<file path="src/rtl/pwrup_seq_pkg.sv">
package pwrup_seq_pkg;
  localparam int MODE_W = 3;

  typedef enum logic [2:0] {
    ST_ARM,
    ST_PWRT,
    ST_OST,
    ST_HOLD,
    ST_RUN
  } seq_st_e;

  // Modes 0..2 drive a crystal and need the settling count.
  function automatic logic osc_needs_ost(logic [MODE_W-1:0] m);
    return m < MODE_W'(3);
  endfunction

  function automatic int cnt_width(int a, int b);
    return $clog2(((a > b) ? a : b) + 1);
  endfunction
endpackage

</file>
<file path="src/rtl/pwrup_sync.sv">
module pwrup_sync #(
  parameter int           W       = 3,
  parameter logic [W-1:0] RST_VAL = '0
) (
  input  logic         clk,
  input  logic         arst,
  input  logic [W-1:0] d,
  output logic [W-1:0] q
);
  logic [W-1:0] s1;

  always_ff @(posedge clk or posedge arst) begin
    if (arst) begin
      s1 <= RST_VAL;
      q  <= RST_VAL;
    end else begin
      s1 <= d;
      q  <= s1;
    end
  end
endmodule

</file>
<file path="src/rtl/pwrup_cause.sv">
module pwrup_cause (
  input  logic       clk,
  input  logic       arst,
  input  logic       por_s,
  input  logic       bor_s,
  input  logic       wr,
  input  logic [1:0] wdata,
  output logic [1:0] cause
);
  always_ff @(posedge clk or posedge arst) begin
    if (arst)       cause <= 2'b00;
    else if (por_s) cause <= 2'b00;
    else if (bor_s) cause[1] <= 1'b0;
    else if (wr)    cause <= wdata;
  end
endmodule

</file>
<file path="src/rtl/pwrup_seq_fsm.sv">
module pwrup_seq_fsm
  import pwrup_seq_pkg::*;
#(
  parameter int PWRT_TICKS = 64,
  parameter int OST_CYCLES = 1024
) (
  input  logic clk,
  input  logic arst,
  input  logic restart,
  input  logic ext_s,
  input  logic slow_tick,
  input  logic xtal,
  input  logic pwrt_dis,
  output logic core_rst,
  output logic seq_done,
  output logic in_ost
);
  localparam int CW = cnt_width(PWRT_TICKS, OST_CYCLES);
  localparam logic [CW-1:0] PW_LAST = CW'(PWRT_TICKS - 1);
  localparam logic [CW-1:0] OS_LAST = CW'(OST_CYCLES - 1);

  seq_st_e       st, st_n;
  logic [CW-1:0] cnt, cnt_n;
  logic          done_n;

  always_comb begin
    st_n   = st;
    cnt_n  = cnt;
    done_n = 1'b0;
    if (restart) begin
      st_n  = ST_ARM;
      cnt_n = '0;
    end else begin
      unique case (st)
        ST_ARM: begin
          cnt_n = '0;
          if (!pwrt_dis) st_n = ST_PWRT;
          else           st_n = xtal ? ST_OST : ST_HOLD;
        end
        ST_PWRT: if (slow_tick) begin
          if (cnt == PW_LAST) begin
            cnt_n = '0;
            st_n  = xtal ? ST_OST : ST_HOLD;
          end else begin
            cnt_n = cnt + 1'b1;
          end
        end
        ST_OST: begin
          if (cnt == OS_LAST) begin
            cnt_n = '0;
            st_n  = ST_HOLD;
          end else begin
            cnt_n = cnt + 1'b1;
          end
        end
        ST_HOLD: if (ext_s) begin
          st_n   = ST_RUN;
          done_n = 1'b1;
        end
        ST_RUN: if (!ext_s) st_n = ST_HOLD;
        default: st_n = ST_ARM;
      endcase
    end
  end

  always_ff @(posedge clk or posedge arst) begin
    if (arst) begin
      st       <= ST_ARM;
      cnt      <= '0;
      seq_done <= 1'b0;
    end else begin
      st       <= st_n;
      cnt      <= cnt_n;
      seq_done <= done_n;
    end
  end

  assign core_rst = (st != ST_RUN);
  assign in_ost   = (st == ST_OST);
endmodule

</file>
<file path="src/rtl/pwrup_seq.sv">
module pwrup_seq
  import pwrup_seq_pkg::*;
#(
  parameter int PWRT_TICKS = 64,
  parameter int OST_CYCLES = 1024
) (
  input  logic              clk,
  input  logic              por_req,
  input  logic              bor_req,
  input  logic              ext_rst_n,
  input  logic              slow_tick,
  input  logic [MODE_W-1:0] osc_mode,
  input  logic              pwrt_dis,
  input  logic              cause_wr,
  input  logic [1:0]        cause_wdata,
  output logic [1:0]        cause,
  output logic              core_rst,
  output logic              seq_done
);
  logic [2:0] sync_q;
  logic       por_s, bor_s, ext_s, restart, xtal, in_ost;

  // bit 0: power-on (resets to 1), bit 1: brown-out, bit 2: pin level
  pwrup_sync #(.W(3), .RST_VAL(3'b001)) u_sync (
    .clk (clk),
    .arst(por_req),
    .d   ({ext_rst_n, bor_req, 1'b0}),
    .q   (sync_q)
  );

  assign por_s   = sync_q[0];
  assign bor_s   = sync_q[1];
  assign ext_s   = sync_q[2];
  assign restart = por_s | bor_s;
  assign xtal    = osc_needs_ost(osc_mode);

  pwrup_seq_fsm #(.PWRT_TICKS(PWRT_TICKS), .OST_CYCLES(OST_CYCLES)) u_fsm (
    .clk      (clk),
    .arst     (por_req),
    .restart  (restart),
    .ext_s    (ext_s),
    .slow_tick(slow_tick),
    .xtal     (xtal),
    .pwrt_dis (pwrt_dis),
    .core_rst (core_rst),
    .seq_done (seq_done),
    .in_ost   (in_ost)
  );

  pwrup_cause u_cause (
    .clk  (clk),
    .arst (por_req),
    .por_s(por_s),
    .bor_s(bor_s),
    .wr   (cause_wr),
    .wdata(cause_wdata),
    .cause(cause)
  );
endmodule

</file>
<file path="config.mk">
export PLATFORM = sky130hd
export DESIGN_NAME = pwrup_seq
export DESIGN_NICKNAME = d
export VERILOG_FILES = /design/src/rtl/pwrup_seq_pkg.sv /design/src/rtl/pwrup_sync.sv /design/src/rtl/pwrup_cause.sv /design/src/rtl/pwrup_seq_fsm.sv /design/src/rtl/pwrup_seq.sv
export SDC_FILE = /design/constraint.sdc
export NUM_CORES = 1
export LEC_CHECK = 0
export BUFFER_PORTS_ARGS = -buffer_cell sky130_fd_sc_hd__buf_2
export CORE_AREA = 3 3 50 52
export CTS_BUF_LIST = sky130_fd_sc_hd__clkbuf_2 sky130_fd_sc_hd__clkbuf_4 sky130_fd_sc_hd__clkbuf_8
export DETAILED_ROUTE_END_ITERATION = 10
export DIE_AREA = 0 0 53 55
export PLACE_DENSITY = 0.77
export REMOVE_ABC_BUFFERS = 1
export SETUP_SLACK_MARGIN = 0.4
export SKIP_CTS_REPAIR_TIMING = 1
export SYNTH_ARGS = -nofsm -noshare
export SYNTH_HDL_FRONTEND = slang
export SYNTH_SLANG_ARGS = --single-unit
</file>
<file path="constraint.sdc">
create_clock -name clk -period 2.2 [get_ports clk]
set_input_delay 0.11 -clock clk [delete_from_list [all_inputs] [get_ports clk]]
set_output_delay 0.11 -clock clk [all_outputs]
set_load 0.05 [all_outputs]
</file>
# ---- After elaboration in Yosys (flattened, before gate mapping)
# Index checks and enable logic that the tools add are counted.
dict set report totals {
  register_bits 23
  word_cells 51
}
dict set report classes {
  addsub 1
  magnitude_cmp 1
  eq_ne 13
  muxes 21
  bitwise_logic 1
  n_reduce_logical 7
}
# operator count
set ops {}
lappend ops {{11-bit two-way mux} 4}
lappend ops {{11-bit one-hot mux with 3 select lines} 1}
lappend ops {{3-bit two-way mux} 7}
lappend ops {{3-bit one-hot mux with 5 select lines} 1}
lappend ops {{3-bit inequality test (second input constant)} 4}
lappend ops {{11-bit by 1-bit adder with 11-bit output (second input constant)} 1}
lappend ops {{11-bit by 10-bit equality test with 1-bit output (second input constant)} 1}
lappend ops {{11-bit by 6-bit equality test with 1-bit output (second input constant)} 1}
lappend ops {{3-bit by 2-bit equality test with 1-bit output (second input constant)} 2}
lappend ops {{1-bit two-way mux} 6}
lappend ops {{3-bit by 2-bit inequality test with 1-bit output (second input constant)} 2}
lappend ops {{5-bit AND reduction} 1}
lappend ops {{2-bit two-way mux} 2}
lappend ops {{2-bit AND reduction} 2}
lappend ops {{4-bit nonzero test} 1}
lappend ops {{3-bit by 1-bit equality test with 1-bit output (second input constant)} 1}
lappend ops {{3-bit equality test (second input constant)} 1}
lappend ops {{3-bit zero test} 1}
lappend ops {{3-bit by 2-bit less-than comparator with 1-bit output (second input constant)} 1}
lappend ops {{3-bit nonzero test} 1}
lappend ops {{2-bit inequality test (second input constant)} 1}
lappend ops {{2-bit nonzero test} 1}
lappend ops {{1-bit bitwise OR} 1}

# ---- Depth between registers and ports, before layout
# Gate-level depths: netlist of the first run.
dict set report logic_depth {
  word_depth 6
  mapped_depth 7
  mapped_depth_nobuf 6
}

# ---- By module
# Synthesis of the first run repeated with hierarchy kept, for this count alone.
dict set report unflattened {
  hier_cells 136
  hier_area_um2 1253.7
}
# mod n_inst cells_per_inst area_per_inst_um2 seq_area_each_um2
set by_module_without_submodules {}
lappend by_module_without_submodules {pwrup_seq_fsm 1 117 984.7 375.4}
lappend by_module_without_submodules {pwrup_sync 1 7 156.4 152.6}
lappend by_module_without_submodules {pwrup_cause 1 9 97.6 50.0}
lappend by_module_without_submodules {pwrup_seq 1 3 15.0 0.0}

# ---- Worst setup path before layout of the first run
# Ideal clock, no wire load.
dict set report synth_timing {
  path_type {flip-flop to flip-flop}
  startpoint {register u_fsm.cnt[0]}
  endpoint {register u_fsm.cnt[9]}
  setup_ns 0.121
  t_arrival_ns 1.579
  t_required_ns 2.079
  path_slack_ns 0.500
  stages_incl_launch_ff 8
  path_cell_list {dfrtp_1 ha_1 and4_4 nand4b_1 and3_1 buf_6 or2_1 a22o_1}
}
dict set report synth_between {
  elab_chain_cells 5
  word_cells_on_any_way 8
  classes_between {add/sub: 1; eq/ne: 2; mux: 5}
}
# item line
set synth_lines {}
lappend synth_lines {{start: declaration} pwrup_seq_fsm.sv:23} ;# logic [CW-1:0] cnt, cnt_n;
lappend synth_lines {{start signal: assignment} pwrup_seq_fsm.sv:73} ;# cnt <= cnt_n;
lappend synth_lines {{11-bit by 1-bit adder with 11-bit output / 11-bit by 6-bit equality test with 1-bit output (equally long branches)} {pwrup_seq_fsm.sv:45, pwrup_seq_fsm.sv:53, pwrup_seq_fsm.sv:41}}
lappend synth_lines {{11-bit two-way mux} pwrup_seq_fsm.sv:41} ;# if (cnt == PW_LAST) begin
lappend synth_lines {{11-bit two-way mux} pwrup_seq_fsm.sv:40} ;# ST_PWRT: if (slow_tick) begin
lappend synth_lines {{11-bit one-hot mux with 3 select lines (*)} pwrup_seq_fsm.sv:34} ;# unique case (st)
lappend synth_lines {{11-bit two-way mux (*)} pwrup_seq_fsm.sv:30} ;# if (restart) begin
# Mark *: on every way between the ends. The rest lies on a longest branch, timed or not. The select of a mux whose other input is x is not followed.
# A chain may end at the register's enable or synchronous reset.

# ---- Final worst setup path of the first run
dict set report layout_timing {
  startpoint {register u_fsm.cnt[1]}
  endpoint {register u_fsm.cnt[9]}
}
# Same word-level chain as after synthesis.

==> impl_metrics.toml, run 1 <==
[critical_path]
r2r_setup_slack_ns = 0.41
arrival_ns = 2.02
reg2reg_depth = 6
crit_path_max_fanout = 5
critPathKind = "register to register"
timing.rr.end = "u_fsm.cnt[9]$_DFFE_PP0P_"
end_kind = "register"
critPathRequiredTime_ns = 2.42
timing.rr.start = "u_fsm.cnt[1]$_DFFE_PP0P_"
start_kind = "register"

[power_and_ir_drop]
powerDensity_nw_per_um2 = 506
power_leakage_uw = 0.000624
vdd_ir_drop_max_v = 0.000499

[clock_network]
clock-sinks = 23
clock-root-buffer = "clkbuf_4"
clock_path_buffers = 2
worstSkewPairLatency_ns = 0.32
cts_buffers = 3
cts_max_level = 1
clk_pin_slew_ns = 0.13
cts_tree = "built"

[logic_synthesis]
synth_enable_flop_cells = 0
synth-simple-area-share_pct = 25.4
synth_top_family_by_area = "simple AND/OR/NAND/NOR gates"
synth.distinct_cells = 44
yosys.area.top_type = "dfrtp_1"
synth-main-ff-cell = "dfrtp_1"
synth_compound_area_share_pct = 19.4
synth_xor_xnor_area_share_pct = 0.704
synth-seq-area-share_pct = 46.4
synth_fa_ha_area_share_pct = 1.01
netlist_instances = 132
synth_mux_area_share_pct = 1.61
synth.area.top_cells = "dfrtp_1 (42%), o211ai_1 (6.0%), nand2_1 (5.7%)"
synth_top_area_share_pct = 42.2
yosys_register_bits = 23
yosysWarnings = 0
synth_area_per_cell_um2 = 9.43
synthesis.area_um2 = 1240
synthArstFlopShare_pct = 100

[sta]
rsz0062_at_grt = "yes"
min_period_over_period_pct = 81.5
report.final.hold_viol_count = 21
clock_skew_ns = 0.00321
drv_slew = 0
whs_ns = -0.0561
worstMarginPinSlew_ns = 0.856
fin_setup_tns_ns = 0
max_slew_margin_pct = 42.9
fmax_ghz = 0.558
setup_viol = 0
min_period_ns = 1.79

[hold_path]
holdCritPathClass = "input pin to asynchronous set/reset pin"

[cells_and_area]
area_growth_pct = 14.7
layout.nets = 168
drive_gt1_share_pct = 26.0
antennaDiodeCount = 0
multi_input_area_um2 = 624
ff_latch_area_um2 = 581
nFillCells = 173

[floorplanning]
rows = 17
die_width_um = 53
die_y_um = 55
ios = 16
coreArea_um2 = 2150
die_area_um2 = 2920
initial_utilization_pct = 57.9

[route]
drc = 0
viasPerCell = 5.90
vias = 1073
dr.pass1.iters = 5
wire_per_inst_um = 14.2
ant_nets = 0
drt-initial-drc-count = 24
routed_wl_um = 2580

[global_route]
overflow = 0
antenna_found_initial = 0
grt_max_degree = 24
grt_pass1_vias = 821
grt_pass1_wl_um = 3650
grt_usage_pct = 17.7

[run]
drv_cap = 0

[place]
hpwl_um = 1720
gp_congestion = 0.871
portBuffers = 15

[outcome]
failed_checks = "negative hold slack"
status = "finished with violations"
[routing by layer]
layer,share of wire [%],routed length [um],vias up,GRT usage [%]
li1,-,-,527,-
met1,45,1170,518,22.4
met2,49,1270,23,29.1
met3,3.6,92,5,3.22
met4,1.7,43,0,8.94
met5,0,0,-,0
[report_power, final]
group | total [uW] | switching [uW] | leakage [uW] | internal, uW
clock network | 197 | 129 | 0.0000177 | 68.1
registers | 447 | 11.2 | 0.000300 | 435
logic | 78.7 | 45.0 | 0.000306 | 33.7
[flip-flops by register name, indices dropped and copies added (netlist names)]
signal          count
u_cause.cause       2
u_fsm.seq_done      1
u_fsm.cnt          11
u_fsm.st            3
u_sync.q            3
u_sync.s1           3
[cells in the mapped netlist, types with 2 or more instances]
library cell	instances
buf_6	2
nand2_1	19
dfrtp_1	21
nor2b_1	4
a21oi_1	2
inv_1	4
o211ai_1	10
nand4_1	2
and3_1	4
mux2i_1	2
and2_1	2
nand2b_1	2
buf_2	3
a211oi_1	3
o21ai_0	6
a22o_1	3
dfstp_2	2
nor2_1	7
nand3_1	5
o311ai_1	2
or3_1	4
[area by class of cell]
type | instances | share of cell area [%]
multi-input combinational | 99 | 43.7
sequential | 23 | 40.7
timing repair buffer | 24 | 10.2
tap | 28 | 2.45
clock buffer | 3 | 1.58
inverter | 4 | 1.05
clock inverter | 1 | 0.351
[cells by family (layout without fill, tap and decap cells)]
kind of cell    after synthesis  count (layout)
compound gates               34              34
fa+ha+maj                     1               1
flops                        23              23
xor+xnor                      1               1
buf+inv                      11              32
other cells                   1               1
mux                           2               2
simple gates                 59              60
[metrics by stage]
step / area (um^2) / setup WS [ns] / total power, uW / instances / utilization, %
2_1_floorplan: 1200 / 0.489 / 499 / 125 / -
3_3_place_gp: 1310 / 0.411 / 521 / 169 / 61.2
3_5_place_dp: 1310 / 0.329 / 523 / 169 / 61.2
4_1_cts: 1340 / 0.293 / 724 / 173 / 62.4
5_1_grt: 1430 / 0.353 / 757 / 182 / 66.5
6_report: 1430 / 0.407 / 723 / 182 / 66.5
[layout by cell type, fill, tap and decap left out, types with 3 or more instances in the layout]
| cell | netlist | final |
|---|---|---|
| clkbuf_4 | 0 | 3 |
| buf_4 | 1 | 6 |
| o21ai_0 | 6 | 6 |
| inv_1 | 4 | 4 |
| or3_1 | 4 | 4 |
| dfrtp_1 | 21 | 19 |
| a22o_1 | 3 | 3 |
| nand2_1 | 19 | 19 |
| nor2_1 | 7 | 5 |
| nand3_1 | 5 | 5 |
| o211ai_1 | 10 | 10 |
| a211oi_1 | 3 | 3 |
| and3_1 | 4 | 3 |
| buf_2 | 3 | 15 |
| nor2b_1 | 4 | 4 |
[how the worst max path moves through the flow]
stage	start	to	slack [ns]
after global placement	u_fsm.st[1]$_DFFE_PP0P_	u_fsm.cnt[3]$_DFFE_PP0P_	0.41
after global routing	u_fsm.cnt[1]$_DFFE_PP0P_	u_fsm.cnt[10]$_DFFE_PP0P_	0.35
after CTS	u_fsm.cnt[0]$_DFFE_PP0P_	u_fsm.cnt[7]$_DFFE_PP0P_	0.29
after detailed placement	u_fsm.cnt[0]$_DFFE_PP0P_	u_fsm.cnt[7]$_DFFE_PP0P_	0.33
final	u_fsm.cnt[1]$_DFFE_PP0P_	u_fsm.cnt[9]$_DFFE_PP0P_	0.41
after floorplan	u_fsm.st[1]$_DFFE_PP0P_	u_fsm.cnt[3]$_DFFE_PP0P_	0.49
[worst max-delay path, stage by stage (launching register included)]
cell and delay, ns:
dfrtp_1 0.42, ha_2 0.20, and4_4 0.25, nand4_1 0.19, and2_4 0.25, or2_1 0.22
a22o_1 0.18
Note: power is estimated with default switching activity, not from simulation.
==> run 2: changes to the inputs <==
--- a/config.mk
+++ b/config.mk
@@ -6,11 +6,11 @@
 export NUM_CORES = 1
 export LEC_CHECK = 0
 export BUFFER_PORTS_ARGS = -buffer_cell sky130_fd_sc_hd__buf_2
-export CORE_AREA = 3 3 50 52
+export CORE_AREA = 3 3 41 71
 export CTS_BUF_LIST = sky130_fd_sc_hd__clkbuf_2 sky130_fd_sc_hd__clkbuf_4 sky130_fd_sc_hd__clkbuf_8
 export DETAILED_ROUTE_END_ITERATION = 10
-export DIE_AREA = 0 0 53 55
-export PLACE_DENSITY = 0.77
+export DIE_AREA = 0 0 44 74
+export PLACE_DENSITY = 0.72
 export REMOVE_ABC_BUFFERS = 1
 export SETUP_SLACK_MARGIN = 0.4
 export SKIP_CTS_REPAIR_TIMING = 1
==> constraint.sdc (replaced) <==
create_clock -name clk -period 1.5 [get_ports clk]
set_input_delay 0.075 -clock clk [delete_from_list [all_inputs] [get_ports clk]]
set_output_delay 0.075 -clock clk [all_outputs]
set_load 0.05 [all_outputs]
==> impl_metrics.toml, run 2 (synthesized netlist as in run 1, its figures left out) <==
[outcome]
status = "finished with violations"
failed_checks = "negative setup slack"

[global_route]
grt_usage_pct = 22.0
overflow = 0
antenna_found_initial = 0
grt_max_degree = 24
grt_pass1_wl_um = 5360
grt_pass1_vias = 1264

[sta]
drv_slew = 0
rsz0062_at_grt = "yes"
min_period_ns = 1.79
min_period_over_period_pct = 120
whs_ns = 0.0669
fmax_ghz = 0.557
fin_setup_tns_ns = -2.72
setup_ws_ns = -0.294
report.final.hold_viol_count = 0
setup_viol = 12
clock_skew_ns = 0.00203

[clock_network]
worstSkewPairLatency_ns = 0.27
clock-root-buffer = "clkbuf_8"
cts_buffers = 3
cts_tree = "built"
clock-sinks = 23
clk_pin_slew_ns = 0.08
clock_path_buffers = 2
cts_max_level = 1

[power_and_ir_drop]
p_sw_uw = 323
intPower_uw = 929
p_comb_share_pct = 16.8
p_seq_share_pct = 51.7
power_leakage_uw = 0.000880
powerDensity_nw_per_um2 = 674
clkPwrFrac_pct = 31.5
netSwitchingFraction_pct = 25.8
vdd_ir_drop_max_v = 0.000657

[floorplanning]
initial_utilization_pct = 50.6
ios = 16
rows = 24
coreArea_um2 = 2460
die_area_um2 = 3260
die_width_um = 44
die_y_um = 74

[cells_and_area]
area_growth_pct = 49.1
top_register = "u_fsm.cnt"
final_common_cell = "buf_4"
layout.nets = 207
nFillCells = 161
stdcell_count = 219
drive_gt1_share_pct = 47.2
antennaDiodeCount = 0
largest_reg_flops = 11
mostFrequentLayoutCells = "buf_4 (39), dfrtp_1 (21), nand2_1 (19)"

[hold_path]
hold_start = "cause_wdata[1]"
hold_path_depth = 3
holdCritPathClass = "input pin to register"
holdPathEnd = "u_cause.cause[1]$_DFFE_PP0P_"

[critical_path]
timing.rr.end = "u_fsm.cnt[10]$_DFFE_PP0P_"
critPathRequiredTime_ns = 1.66
arrival_ns = 1.96
critPathKind = "register to register"
reg2reg_depth = 7
end_kind = "register"
r2r_setup_slack_ns = -0.29
start_kind = "register"
crit_path_start = "u_fsm.cnt[1]$_DFFE_PP0P_"
crit_path_max_fanout = 5
timing.rr.start = "u_fsm.cnt[1]$_DFFE_PP0P_"

[place]
hpwl_um = 2360
portBuffers = 15
gp_congestion = 0.866
place_inst = 201

[route]
routed_wl_um = 3650
dr.pass1.iters = 4
drt-initial-drc-count = 40
drc = 0
ant_nets = 0
vias = 1302
wire_per_inst_um = 16.6
viasPerCell = 5.95

[run]
drv_cap = 0
[run 2: final cells by class]
| type | instances | area (um^2) | share of cell area, % |
|---|---|---|---|
| Timing Repair Buffer | 63 | 474 | 25.5 |
| Clock buffer | 3 | 41.3 | 2.22 |
| Tap cell | 26 | 32.5 | 1.75 |
| Clock inverter | 1 | 5.00 | 0.270 |
| Sequential cell | 23 | 578 | 31.1 |
| Inverter | 4 | 15.0 | 0.809 |
| Multi-Input combinational cell | 99 | 711 | 38.3 |
[run 2: layer usage]
layer,share of wire [%],vias up,GRT usage [%]
li1,-,607,-
met1,38,639,23.3
met2,56,41,38.5
met3,2.8,15,3.39
met4,3.2,0,15.4
met5,0,-,0
[run 2: worst max-delay path by stage]
| stage | to | slack (ns) | cells past startpoint |
|---|---|---|---|
| floorplan | u_fsm.cnt[3]$_DFFE_PP0P_ | -0.21 | 5 |
| global placement | u_fsm.cnt[7]$_DFFE_PP0P_ | -0.21 | 7 |
| detailed placement | u_fsm.cnt[9]$_DFFE_PP0P_ | -0.26 | 7 |
| CTS | u_fsm.cnt[5]$_DFFE_PP0P_ | -0.31 | 8 |
| global route | u_fsm.cnt[5]$_DFFE_PP0P_ | -0.36 | 8 |
| finish | u_fsm.cnt[10]$_DFFE_PP0P_ | -0.29 | 7 |
[run 2: metrics by stage]
stage          cell area [um^2]  setup slack (ns)  util [%]  power, uW
5_1_grt                    1860            -0.360      75.4       1310
3_5_place_dp               1570            -0.262      63.6        806
3_3_place_gp               1570            -0.213      63.6        801
4_1_cts                    1610            -0.310      65.5       1190
6_report                   1860            -0.294      75.4       1250
2_1_floorplan              1200            -0.211         -        731
[run 2: worst max-delay path, cell delays in order, from the launching register on]
cell and delay [ns]:
dfrtp_1 0.37, ha_2 0.19, and4_4 0.21, buf_6 0.10, nand4_1 0.15, and2_4 0.24
or2_4 0.23, a22o_1 0.20
[run 2: power by group through the flow]
stage / Sequential, uW / Clock [uW] / Combinational (uW)
finish: 647 / 394 / 210
global route: 649 / 428 / 227
CTS: 646 / 397 / 148
detailed placement: 659 / 0 / 148
global placement: 657 / 0 / 144
floorplan: 672 / 0 / 59.4
==> run 3: changes to the inputs <==
--- a/config.mk
+++ b/config.mk
@@ -6,12 +6,11 @@
 export NUM_CORES = 1
 export LEC_CHECK = 0
 export BUFFER_PORTS_ARGS = -buffer_cell sky130_fd_sc_hd__buf_2
-export CORE_AREA = 3 3 41 71
+export CORE_AREA = 3 3 58 100
 export CTS_BUF_LIST = sky130_fd_sc_hd__clkbuf_2 sky130_fd_sc_hd__clkbuf_4 sky130_fd_sc_hd__clkbuf_8
 export DETAILED_ROUTE_END_ITERATION = 10
-export DIE_AREA = 0 0 44 74
-export PLACE_DENSITY = 0.72
-export REMOVE_ABC_BUFFERS = 1
+export DIE_AREA = 0 0 61 103
+export PLACE_DENSITY = 0.39
 export SETUP_SLACK_MARGIN = 0.4
 export SKIP_CTS_REPAIR_TIMING = 1
 export SYNTH_ARGS = -nofsm -noshare
==> impl_metrics.toml, run 3 (synthesized netlist as in run 1, its figures left out) <==
[sta]
report.final.hold_viol_count = 0
drv_slew = 0
min_period_over_period_pct = 112
whs_ns = 0.0691
fmax_ghz = 0.598
setup_ws_ns = -0.173
fin_setup_tns_ns = -1.14
min_period_ns = 1.67
setup_viol = 13
rsz0062_at_grt = "yes"
clock_skew_ns = 0.00510

[power_and_ir_drop]
fin_total_pwr_uw = 1270
powerDensity_nw_per_um2 = 676
vdd_ir_drop_max_v = 0.000219
power_leakage_uw = 0.000857

[route]
routed.top_layer = "met4"
routed_wl_um = 3540
wl_met1_um = 1310
dr.pass1.iters = 4
wl_met2_um = 2090
drt-initial-drc-count = 47
vias = 1190
drc = 0
wire_per_inst_um = 14.5
routed-wl-met3_um = 69
ant_nets = 0
viasPerCell = 4.88

[floorplanning]
rows = 34
ios = 16
initial_utilization_pct = 24.6
die_width_um = 61
die_area_um2 = 6280
coreArea_um2 = 5060
die_y_um = 103

[critical_path]
crit_path_max_fanout = 5
r2r_setup_slack_ns = -0.17
critPathRequiredTime_ns = 1.67
start_kind = "register"
end_kind = "register"
slowest_stage = "dfrtp_1"
critPathKind = "register to register"
max_stage_delay_ns = 0.36
path_cells = "ha_2 > and4_4 > nand4b_1 > and3_4 > or2_1 > a22o_1"
arrival_ns = 1.84

[place]
gp_congestion = 0.799
placed_cell_area_um2 = 1630
dp_slack_ns = -0.317
hpwl_um = 2640
portBuffers = 15

[clock_network]
cts_tree = "built"
clock-root-buffer = "clkbuf_8"
worstSkewPairLatency_ns = 0.27
clock-sinks = 23
clk_pin_slew_ns = 0.09
cts_buffers = 3
clock_path_buffers = 2
cts_max_level = 1

[cells_and_area]
layout.nets = 204
final_common_cell = "buf_4"
top_register = "u_fsm.cnt"
largest_reg_flops = 11
drive_gt1_share_pct = 44.2
area_growth_pct = 51.0
mostFrequentLayoutCells = "buf_4 (35), dfrtp_1 (21), nand2_1 (19)"
nFillCells = 532
antennaDiodeCount = 0
fin_area_um2 = 1880

[run]
drv_cap = 0

[global_route]
grt_max_degree = 24
overflow = 0
grt_pass1_vias = 1154
antenna_found_initial = 0
grt_pass1_wl_um = 5580
grt_usage_pct = 12.1

[hold_path]
holdCritPathClass = "input pin to register"

[outcome]
failed_checks = "negative setup slack"
status = "finished with violations"

[logic_synthesis]
syn_nets = 145
-- run 3: cell count changes in the layout (fill, tap and decap cells not counted), sizes merged --
cell      delta
and2         -1
and3         +1
buf          -3
clkbuf       +1
clkinv       -1
clkinvlp     +1
inv          -1
-- run 3: power by group --
part           leakage (uW)  internal (uW)  switching [uW]  total, uW
sequential         0.000303            637            10.9        648
clock             0.0000262            208             214        422
combinational      0.000528            103            97.6        200
total              0.000857            949             323       1270
-- run 3: path summary, 6_finish.rpt --
path                                     startpoint                            to  depth (start not counted)
setup / recovery           u_fsm.cnt[1]$_DFFE_PP0P_      u_fsm.cnt[9]$_DFFE_PP0P_                          6
hold / removal                       cause_wdata[0]  u_cause.cause[0]$_DFFE_PP0P_                          3
setup reg to reg           u_fsm.cnt[1]$_DFFE_PP0P_      u_fsm.cnt[9]$_DFFE_PP0P_                          6
hold reg to reg              u_sync.s1[1]$_DFF_PP0_         u_sync.q[1]$_DFF_PP0_                          0
max in group asynchronous                   por_req         u_sync.q[0]$_DFF_PP1_                          4
min in group asynchronous                   por_req        u_sync.s1[1]$_DFF_PP0_                          4
-- run 3: worst max-delay path: cells and delay by family (launching register included) --
family | cells | cell delay [ns]
AO/OA/AOI/OAI | 1 | 0.18
AND/OR/NAND/NOR | 4 | 0.85
adder cells (fa/ha/maj) | 1 | 0.18
flip-flops | 1 | 0.36
-- run 3: layer usage --
layer / track usage [%] / up-vias
met5: 0 / -
met2: 23.1 / 15
met4: 6.01 / 0
met3: 1.75 / 5
li1: - / 599
met1: 12.1 / 571
-- run 3: final cells by class --
| class | instances | area (um^2) | area share, % |
|---|---|---|---|
| Multi-Input combinational cell | 99 | 709 | 37.7 |
| Sequential cell | 23 | 578 | 30.8 |
| Timing Repair Buffer | 60 | 457 | 24.3 |
| Tap cell | 54 | 67.6 | 3.60 |
| Clock buffer | 4 | 48.8 | 2.60 |
| Inverter | 4 | 18.8 | 0.999 |
-- run 3: stage by stage --
stage,util [%],std cells
after detailed placement,32.2,231
after CTS,33.1,235
after global routing,37.1,244
final,37.1,244
after floorplan,-,132
after global placement,32.2,231
